===== src/rtl/mbg_pkg.sv =====
package mbg_pkg;

    typedef enum logic [1:0] {
        BE_IDLE = 2'd0,
        BE_WAIT = 2'd1,
        BE_DONE = 2'd2
    } be_state_t;

    // bit positions inside the pairing mask (older -> younger)
    localparam int ORD_LL = 0;
    localparam int ORD_LS = 1;
    localparam int ORD_SL = 2;
    localparam int ORD_SS = 3;

    // bit positions inside the operation class field
    localparam int KIND_LD = 0;
    localparam int KIND_ST = 1;

endpackage


===== src/rtl/mbg_slot_table.sv =====
module mbg_slot_table #(
    parameter int NSLOT = 8,
    parameter int GW    = 3,
    localparam int SW   = $clog2(NSLOT)
) (
    input  logic                     clk,
    input  logic                     rst_n,
    input  logic                     alloc_en,
    input  logic                     alloc_ld,
    input  logic                     alloc_st,
    input  logic [GW-1:0]            alloc_grp,
    input  logic                     cmp_valid,
    input  logic [SW-1:0]            cmp_slot,
    output logic [NSLOT-1:0]         busy,
    output logic [NSLOT-1:0]         is_ld,
    output logic [NSLOT-1:0]         is_st,
    output logic [NSLOT-1:0][GW-1:0] grp,
    output logic                     free_any,
    output logic [SW-1:0]            free_idx,
    output logic [NSLOT-1:0]         alloc_mask,
    output logic [NSLOT-1:0]         cmp_mask
);

    // lowest-numbered free slot
    always_comb begin
        free_any = 1'b0;
        free_idx = '0;
        for (int i = NSLOT - 1; i >= 0; i--) begin
            if (!busy[i]) begin
                free_any = 1'b1;
                free_idx = SW'(i);
            end
        end
    end

    always_comb begin
        alloc_mask = '0;
        if (alloc_en && free_any) begin
            alloc_mask = NSLOT'(1) << free_idx;
        end
        cmp_mask = '0;
        if (cmp_valid) begin
            cmp_mask = (NSLOT'(1) << cmp_slot) & busy;
        end
    end

    always_ff @(posedge clk) begin
        if (!rst_n) begin
            busy  <= '0;
            is_ld <= '0;
            is_st <= '0;
            grp   <= '0;
        end else begin
            busy <= (busy & ~cmp_mask) | alloc_mask;
            for (int i = 0; i < NSLOT; i++) begin
                if (alloc_mask[i]) begin
                    is_ld[i] <= alloc_ld;
                    is_st[i] <= alloc_st;
                    grp[i]   <= alloc_grp;
                end
            end
        end
    end

endmodule


===== src/rtl/mbg_snap_build.sv =====
module mbg_snap_build
    import mbg_pkg::*;
#(
    parameter int NSLOT = 8,
    parameter int GW    = 3,
    localparam int NG   = 1 << GW
) (
    input  logic [NSLOT-1:0]         busy,
    input  logic [NSLOT-1:0]         is_ld,
    input  logic [NSLOT-1:0]         is_st,
    input  logic [NSLOT-1:0][GW-1:0] grp,
    input  logic [NSLOT-1:0]         alloc_mask,
    input  logic                     alloc_ld,
    input  logic                     alloc_st,
    input  logic [GW-1:0]            alloc_grp,
    input  logic [NSLOT-1:0]         cmp_mask,
    input  logic [3:0]               order,
    input  logic [NG-1:0]            old_grp,
    output logic [NSLOT-1:0]         snap_ld,
    output logic [NSLOT-1:0]         snap_st
);

    logic want_ld;
    logic want_st;

    assign want_ld = order[ORD_LL] | order[ORD_LS];
    assign want_st = order[ORD_SL] | order[ORD_SS];

    for (genvar i = 0; i < NSLOT; i++) begin : g_slot
        logic          live;
        logic          c_ld;
        logic          c_st;
        logic [GW-1:0] c_grp;

        // a slot filled this cycle is older than the barrier
        assign live  = (busy[i] | alloc_mask[i]) & ~cmp_mask[i];
        assign c_ld  = alloc_mask[i] ? alloc_ld  : is_ld[i];
        assign c_st  = alloc_mask[i] ? alloc_st  : is_st[i];
        assign c_grp = alloc_mask[i] ? alloc_grp : grp[i];

        assign snap_ld[i] = live & old_grp[c_grp] & c_ld & want_ld;
        assign snap_st[i] = live & old_grp[c_grp] & c_st & want_st;
    end

endmodule


===== src/rtl/mbg_barrier_entry.sv =====
module mbg_barrier_entry
    import mbg_pkg::*;
#(
    parameter int NSLOT = 8,
    parameter int NG    = 8
) (
    input  logic             clk,
    input  logic             rst_n,
    input  logic             accept,
    input  logic [3:0]       order,
    input  logic [NG-1:0]    young_grp,
    input  logic [NSLOT-1:0] init_ld,
    input  logic [NSLOT-1:0] init_st,
    input  logic [NSLOT-1:0] cmp_mask,
    input  logic             op_ld,
    input  logic             op_st,
    input  logic [NG-1:0]    op_grp_oh,
    output logic             block,
    output logic             busy,
    output logic             waiting,
    output logic             retire
);

    be_state_t        st_q, st_n;
    logic [NSLOT-1:0] ld_q, ld_n;
    logic [NSLOT-1:0] ss_q, ss_n;
    logic [3:0]       ord_q;
    logic [NG-1:0]    yng_q;

    // next state
    always_comb begin
        st_n = st_q;
        ld_n = ld_q;
        ss_n = ss_q;
        unique case (st_q)
            BE_IDLE: begin
                if (accept) begin
                    ld_n = init_ld;
                    ss_n = init_st;
                    st_n = ((|init_ld) || (|init_st)) ? BE_WAIT : BE_DONE;
                end
            end
            BE_WAIT: begin
                ld_n = ld_q & ~cmp_mask;
                ss_n = ss_q & ~cmp_mask;
                if (!(|ld_n) && !(|ss_n)) begin
                    st_n = BE_DONE;
                end
            end
            BE_DONE: begin
                st_n = BE_IDLE;
            end
            default: begin
                st_n = BE_IDLE;
            end
        endcase
    end

    // state register
    always_ff @(posedge clk) begin
        if (!rst_n) begin
            st_q  <= BE_IDLE;
            ld_q  <= '0;
            ss_q  <= '0;
            ord_q <= '0;
            yng_q <= '0;
        end else begin
            st_q <= st_n;
            ld_q <= ld_n;
            ss_q <= ss_n;
            if (st_q == BE_IDLE && accept) begin
                ord_q <= order;
                yng_q <= young_grp;
            end
        end
    end

    // outputs
    always_comb begin
        logic ld_pend;
        logic st_pend;
        logic hit;
        ld_pend = |ld_q;
        st_pend = |ss_q;
        hit     = |(yng_q & op_grp_oh);
        busy    = (st_q != BE_IDLE);
        waiting = (st_q == BE_WAIT);
        retire  = (st_q == BE_DONE);
        block   = waiting && hit &&
                  ((op_ld && ((ord_q[ORD_LL] && ld_pend) || (ord_q[ORD_SL] && st_pend))) ||
                   (op_st && ((ord_q[ORD_LS] && ld_pend) || (ord_q[ORD_SS] && st_pend))));
    end

endmodule


===== src/rtl/mbg_gate.sv =====
module mbg_gate
    import mbg_pkg::*;
#(
    parameter int NSLOT = 8,
    parameter int NBAR  = 4,
    parameter int GW    = 3,
    localparam int NG   = 1 << GW,
    localparam int SW   = $clog2(NSLOT),
    localparam int BW   = $clog2(NBAR)
) (
    input  logic            clk,
    input  logic            rst_n,
    input  logic            op_valid,
    input  logic [1:0]      op_kind,
    input  logic [GW-1:0]   op_group,
    output logic            op_issue_ok,
    output logic [SW-1:0]   op_slot,
    input  logic            cmp_valid,
    input  logic [SW-1:0]   cmp_slot,
    input  logic            bar_valid,
    input  logic [3:0]      bar_order,
    input  logic [NG-1:0]   bar_old_grp,
    input  logic [NG-1:0]   bar_young_grp,
    output logic            bar_ready,
    output logic [BW-1:0]   bar_id,
    output logic [NBAR-1:0] bar_retire
);

    logic [NSLOT-1:0]         slot_busy;
    logic [NSLOT-1:0]         slot_ld;
    logic [NSLOT-1:0]         slot_st;
    logic [NSLOT-1:0][GW-1:0] slot_grp;
    logic                     free_any;
    logic [SW-1:0]            free_idx;
    logic [NSLOT-1:0]         alloc_mask;
    logic [NSLOT-1:0]         cmp_mask;
    logic [NSLOT-1:0]         init_ld;
    logic [NSLOT-1:0]         init_st;
    logic [NBAR-1:0]          bar_block;
    logic [NBAR-1:0]          bar_busy;
    logic [NBAR-1:0]          bar_wait;
    logic [NG-1:0]            op_grp_oh;
    logic                     alloc_en;
    logic                     bar_take;

    assign op_grp_oh   = NG'(1) << op_group;
    assign op_issue_ok = free_any && !(|bar_block);
    assign op_slot     = free_idx;
    assign alloc_en    = op_valid && op_issue_ok;

    // lowest idle barrier entry
    always_comb begin
        bar_ready = 1'b0;
        bar_id    = '0;
        for (int b = NBAR - 1; b >= 0; b--) begin
            if (!bar_busy[b]) begin
                bar_ready = 1'b1;
                bar_id    = BW'(b);
            end
        end
    end

    assign bar_take = bar_valid && bar_ready;

    mbg_slot_table #(.NSLOT(NSLOT), .GW(GW)) u_slots (
        .clk        (clk),
        .rst_n      (rst_n),
        .alloc_en   (alloc_en),
        .alloc_ld   (op_kind[KIND_LD]),
        .alloc_st   (op_kind[KIND_ST]),
        .alloc_grp  (op_group),
        .cmp_valid  (cmp_valid),
        .cmp_slot   (cmp_slot),
        .busy       (slot_busy),
        .is_ld      (slot_ld),
        .is_st      (slot_st),
        .grp        (slot_grp),
        .free_any   (free_any),
        .free_idx   (free_idx),
        .alloc_mask (alloc_mask),
        .cmp_mask   (cmp_mask)
    );

    mbg_snap_build #(.NSLOT(NSLOT), .GW(GW)) u_snap (
        .busy       (slot_busy),
        .is_ld      (slot_ld),
        .is_st      (slot_st),
        .grp        (slot_grp),
        .alloc_mask (alloc_mask),
        .alloc_ld   (op_kind[KIND_LD]),
        .alloc_st   (op_kind[KIND_ST]),
        .alloc_grp  (op_group),
        .cmp_mask   (cmp_mask),
        .order      (bar_order),
        .old_grp    (bar_old_grp),
        .snap_ld    (init_ld),
        .snap_st    (init_st)
    );

    for (genvar b = 0; b < NBAR; b++) begin : g_bar
        mbg_barrier_entry #(.NSLOT(NSLOT), .NG(NG)) u_ent (
            .clk       (clk),
            .rst_n     (rst_n),
            .accept    (bar_take && (bar_id == BW'(b))),
            .order     (bar_order),
            .young_grp (bar_young_grp),
            .init_ld   (init_ld),
            .init_st   (init_st),
            .cmp_mask  (cmp_mask),
            .op_ld     (op_kind[KIND_LD]),
            .op_st     (op_kind[KIND_ST]),
            .op_grp_oh (op_grp_oh),
            .block     (bar_block[b]),
            .busy      (bar_busy[b]),
            .waiting   (bar_wait[b]),
            .retire    (bar_retire[b])
        );
    end

endmodule


===== config.mk =====
export PLATFORM = sky130hd
export DESIGN_NAME = mbg_gate
export DESIGN_NICKNAME = d
export VERILOG_FILES = /design/src/rtl/mbg_pkg.sv /design/src/rtl/mbg_slot_table.sv /design/src/rtl/mbg_snap_build.sv /design/src/rtl/mbg_barrier_entry.sv /design/src/rtl/mbg_gate.sv
export SDC_FILE = /design/constraint.sdc
export NUM_CORES = 1
export LEC_CHECK = 0
export BUFFER_PORTS_ARGS = -buffer_cell sky130_fd_sc_hd__buf_4
export CAP_MARGIN = 20
export CORE_ASPECT_RATIO = 0.8
export CORE_MARGIN = 4
export CORE_UTILIZATION = 30
export DETAILED_ROUTE_END_ITERATION = 8
export PLACE_DENSITY = 0.48
export SLEW_MARGIN = 20
export SYNTH_ARGS = -nofsm -noshare
export SYNTH_HDL_FRONTEND = slang
export SYNTH_SLANG_ARGS = --single-unit
export TNS_END_PERCENT = 20

===== constraint.sdc =====
create_clock -name clk -period 8.6 [get_ports clk]
set_input_delay 1.72 -clock clk [delete_from_list [all_inputs] [get_ports clk]]
set_output_delay 1.72 -clock clk [all_outputs]
set_load 0.02 [all_outputs]

---- After elaboration in Yosys (flattened, before gate mapping) ----
Cells that the tools add are included.
word-level totals
  bits in registers ....................... 168
  input bits .............................. 33
cells by class
  order comparisons ....................... 8
  eq/ne operators ......................... 19
  shift operators ......................... 3
  multiplexer cells ....................... 95
  bitwise operators ....................... 82
  reductions and logical operators ........ 114
operators by type and width
  cell                                                    count
  OR reduction 8 bit                                      22
  one-hot mux 8 bit (2 select lines)                      8
  AND 8 bit                                               14
  two-way mux 8 bit                                       10
  AND 1 bit                                               48
  logical AND 1 bit                                       48
  two-way mux 3 bit                                       16
  two-way mux 1 bit                                       36
  < comparator 3 x 4 -> 1 bit (second input constant)     8
  two-way mux 2 bit                                       13
  binary-select mux 1 bit (select 3 bit)                  8
  << shifter 1 x 3 -> 8 bit (first input constant)        3
  one-hot mux 2 bit (2 select lines)                      4
  AND reduction 2 bit                                     8
  nonzero test 2 bit                                      8
  logical OR 1 bit                                        13
  == test 2 bit (second input constant)                   6
  == test 2 x 1 -> 1 bit (second input constant)          5
  zero test 2 bit                                         5
  OR 1 bit                                                10
  zero test 1 bit                                         9
  inequality test 2 x 1 -> 1 bit (second input constant)  4
  inequality test 2 bit (second input constant)           4
  inverter 1 bit                                          8
  3 further kinds                                         3

---- Depth between registers and ports, before layout ----
  depth after elaboration ................. 23
  gate-level depth with buffers ........... 15
  mapped depth without buffers ............ 12

---- By module ----
Synthesis repeated with hierarchy kept, for this count alone.
unflattened totals
  cell total of the unflattened synthesis .. 1,041
  area, all modules ....................... 9,177.6 um^2
modules (own cells, without submodules)
  module             times used  cells each  area each (um^2)  seq. area each (um^2)
  mbg_barrier_entry  4           167         1,415.1           600.6
  mbg_slot_table     1           229         2,088.3           960.9
  mbg_snap_build     1           121         1,281.2           0.0
  mbg_gate           1           23          147.6             0.0

---- Worst setup path before layout ----
Ideal clock, no wire load.
  kind .................................... input-to-output
  from .................................... in op_group[1]
  to ...................................... out op_issue_ok
  data arrival time ....................... 3.593 ns
  data required time ...................... 6.880 ns
  slack ................................... 3.287 ns
  stages on the path ...................... 8
  cell sequence ........................... buf_6 -> buf_2 -> mux2_1 -> a32oi_1 -> o221a_2 -> o21bai_2 -> or2_2 -> a31oi_1
between the ends
  cells in the longest elaborated chain, start to end .. 8
ends and longest elaborated chain
  what                             RTL line                 source
  start, declared                  mbg_gate.sv:15           input logic [GW-1:0] op_group,
  << shifter 1 x 3 -> 8 bit *      mbg_gate.sv:46           assign op_grp_oh = NG'(1) << op_group;
  AND 8 bit                        mbg_barrier_entry.sv:85  hit = |(yng_q & op_grp_oh);
  OR reduction 8 bit               mbg_barrier_entry.sv:85
  logical AND 1 bit (2 in series)  mbg_barrier_entry.sv:89  block = waiting && hit &&
  OR reduction 4 bit *             mbg_gate.sv:47           assign op_issue_ok = free_any && !(|bar_block);
  zero test 1 bit *                mbg_gate.sv:47
  logical AND 1 bit *              mbg_gate.sv:47
  end, declared                    mbg_gate.sv:16           output logic op_issue_ok,
Mark *: on every way between the ends. The rest lies on a longest branch, timed or not.

---- Final worst setup path ----
Same ends and word-level chain as after synthesis.

==> out/metrics.cfg <==
[placed_design]
placed_area_um2 = 9680
place_congestion = 0.894
portBuffers = 43
dp_hpwl_mm = 24.2

[final_layout]
multi_input_area_um2 = 5260
fin_area_um2 = 10200
drive_above_1_share = 0.111
antennaDiodeCount = 0
fillers = 3164
seqCellArea_um2 = 3360
finalNetCount = 1191
fin_util = 0.347
syn2layout_area_growth_pct = 12.9

[power_and_ir_drop]
power_frac_seq = 0.461
swShare = 0.262
p_per_area_nw_per_um2 = 170
netSwitchingPower_uw = 456
power_mw = 1.74
vdd_drop_max_uv = 136
p_clk_frac = 0.439
p_leak_nw = 3.47
p_comb_frac = 0.099
internal_power_mw = 1.29

[clocking]
cts_tree = built
clk_pin_slew_ns = 0.06
cts_made_buffers = 17
numClockSinks = 168
ctsHoldBuffers = 0
post_cts_buffers = 0
root_buffer = clkbuf_16
post_cts_resized = 0
cts_htree_levels = 4
cts_buffer_depth = 2
clock_latency_ns = 0.44

[route]
drc = 0
drt_wl_total_mm = 34.7
avgRoutedWirePerCell_um = 22.0
drt_iter0_markers = 893
dr_total_vias = 8828
firstDrtPassIters = 5
vias_per_cell = 5.60
ant_nets = 0

[synthesis]
async_reset_ff_frac = 0
synth_most_common_cell = nand2_1
synth-seq-cells = 168
syn_inst = 1166
synth_area_per_cell_um2 = 7.78
yosys-top-cells-count = 180 x nand2_1, 168 x dfxtp_1, 140 x nor2_1, 105 x a21oi_1, 81 x o21ai_0
ys_warn_count = 0
synth-main-ff-cell = dfxtp_1
synth_nets = 1199
synth_area_leader_cell = dfxtp_1
synth.area.top_cells = dfxtp_1 37%, nand2_1 7.4%, mux2i_1 6.9%
synth-edff-count = 0
syn_area_um2 = 9080
yosysSeqAreaShare = 0.371
synth_top_area_frac = 0.371
yosysUniqueCellTypes = 74

[critical_path]
crit_required_ns = 6.88
crit_buf_inv = 2
critPathKind = input port to output pin
arrival_ns = 4.28
path_cells = buf_4 > mux4_2 > mux2i_1 > a21oi_1 > o21bai_2 > or2_2 > a31oi_1 > buf_4
crit_slowest_cell = mux4_2
critPathMaxStageDelay_ns = 0.55
cp_common_cell = buf_4
cp_max_fo = 34
start_kind = input port
cp-end-kind = output pin
critPathTopFamily = multiplexers

[timing]
setup_violations = 0
clock_skew_ns = 0.0102
fmax_mhz = 167
worstMarginPinSlew_ns = 1.13
tns_ns = 0
finalCritPeriodShare = 0.698
fin_crit_ns = 6.00
slew_headroom = 0.242
final-hold-violation-count = 0
rsz0062_at_grt = false
finalMaxSlewViolations = 0

[die]
core_um2 = 29600
start_util = 0.307
io_pins = 44
row_count = 56
dieArea_um2 = 33100
die_x_um = 202
die_y_um = 164

[worst_hold_path]
hold_class = flip-flop to flip-flop

[global_routing]
grt_pass1_wl_mm = 52.4
grt_busiest_layer = met2
gr-usage-met1 = 0.299
antenna_found_initial = 0
grt_use_total = 0.207
grt_use_met3 = 0.0500
grt_util_met2 = 0.307
overflow = 0
grt_max_degree = 77
grt_pass1_vias = 8174

[run]
maxCapViolCount = 0

[run_status]
outcome = finished clean

metal layers:
metal,vias to the layer above,part of all wire
li1,4152,-
met1,4236,0.47
met2,401,0.42
met3,39,0.087
met4,0,0.018
met5,-,0
per-stage QoR:
stage | worst slack (ns) | instances | hold slack [ns]
after CTS | 2.53 | 1576 | 0.454
final | 2.60 | 1576 | 0.451
after global placement | 2.57 | 1545 | 0.438
after detailed placement | 2.54 | 1545 | 0.445
after floorplan | 3.29 | 1166 | 0.432
after global routing | 2.42 | 1576 | 0.476
power by group through the flow:
stage	Sequential, mW	Clock (mW)	Combinational [mW]
after floorplan	0.813	0	0.113
after global placement	0.821	0	0.172
after detailed placement	0.821	0	0.172
after CTS	0.803	0.777	0.172
after global routing	0.804	0.810	0.188
final	0.803	0.766	0.173
sequential cells by signal (all words and copies together) (netlist names):
name and count:
g_bar.u_ent.ld_q 32, g_bar.u_ent.ord_q 16, g_bar.u_ent.ss_q 32, g_bar.u_ent.st_q 8
g_bar.u_ent.yng_q 32, u_slots.busy 8, u_slots.grp 24, u_slots.is_ld 8
u_slots.is_st 8
logic make-up (layout without fill, tap and decap cells):
group                  Yosys count  in the layout  share of synthesized area
AND/OR/NAND/NOR                469            469                      0.242
AO/OA/AOI/OAI                  334            334                      0.233
flip-flops                     168            168                      0.371
buffers and inverters          117            121                     0.0551
multiplexers                    78             78                      0.100
cell usage in the layout (no fill, tap or decap), drive strengths merged, types with 14 or more instances in the layout:
| master | netlist | layout |
|---|---|---|
| a21oi | 105 | 105 |
| a22oi | 36 | 36 |
| and2 | 15 | 15 |
| buf | 21 | 56 |
| clkbuf | 62 | 22 |
| dfxtp | 168 | 168 |
| inv | 33 | 33 |
| mux2i | 63 | 63 |
| nand2 | 180 | 180 |
| nand3 | 18 | 18 |
| nor2 | 140 | 140 |
| nor2b | 16 | 16 |
| nor3 | 24 | 24 |
| nor4 | 26 | 26 |
| o21ai | 84 | 84 |
| o22ai | 14 | 14 |
final timing paths:
path / cells after the start / endpoint / from / slack, ns
max: 8 / op_issue_ok / op_group[1] / 2.60
min: 2 / g_bar[2].u_ent.yng_q[3] / g_bar[2].u_ent.yng_q[3] / 0.45
max reg2reg: 11 / g_bar[1].u_ent.st_q[1] / g_bar[0].u_ent.ss_q[4] / 3.95
min reg2reg: 2 / g_bar[2].u_ent.yng_q[3] / g_bar[2].u_ent.yng_q[3] / 0.45
final cells by class:
cell class | instances | share of cell area
Timing Repair Buffer | 56 | 0.0410
Multi-Input combinational cell | 881 | 0.513
Tap cell | 406 | 0.0496
Sequential cell | 168 | 0.328
Clock buffer | 22 | 0.0453
Inverter | 34 | 0.0127
Clock inverter | 9 | 0.00977
worst min-delay path, delay by kind of cell (launching register included):
kind	cells	cell delay [ns]
AND/OR/NAND/NOR	1	0.05
AO/OA/AOI/OAI	1	0.05
flip-flops	1	0.31
Note: power is estimated with default switching activity, not from simulation.
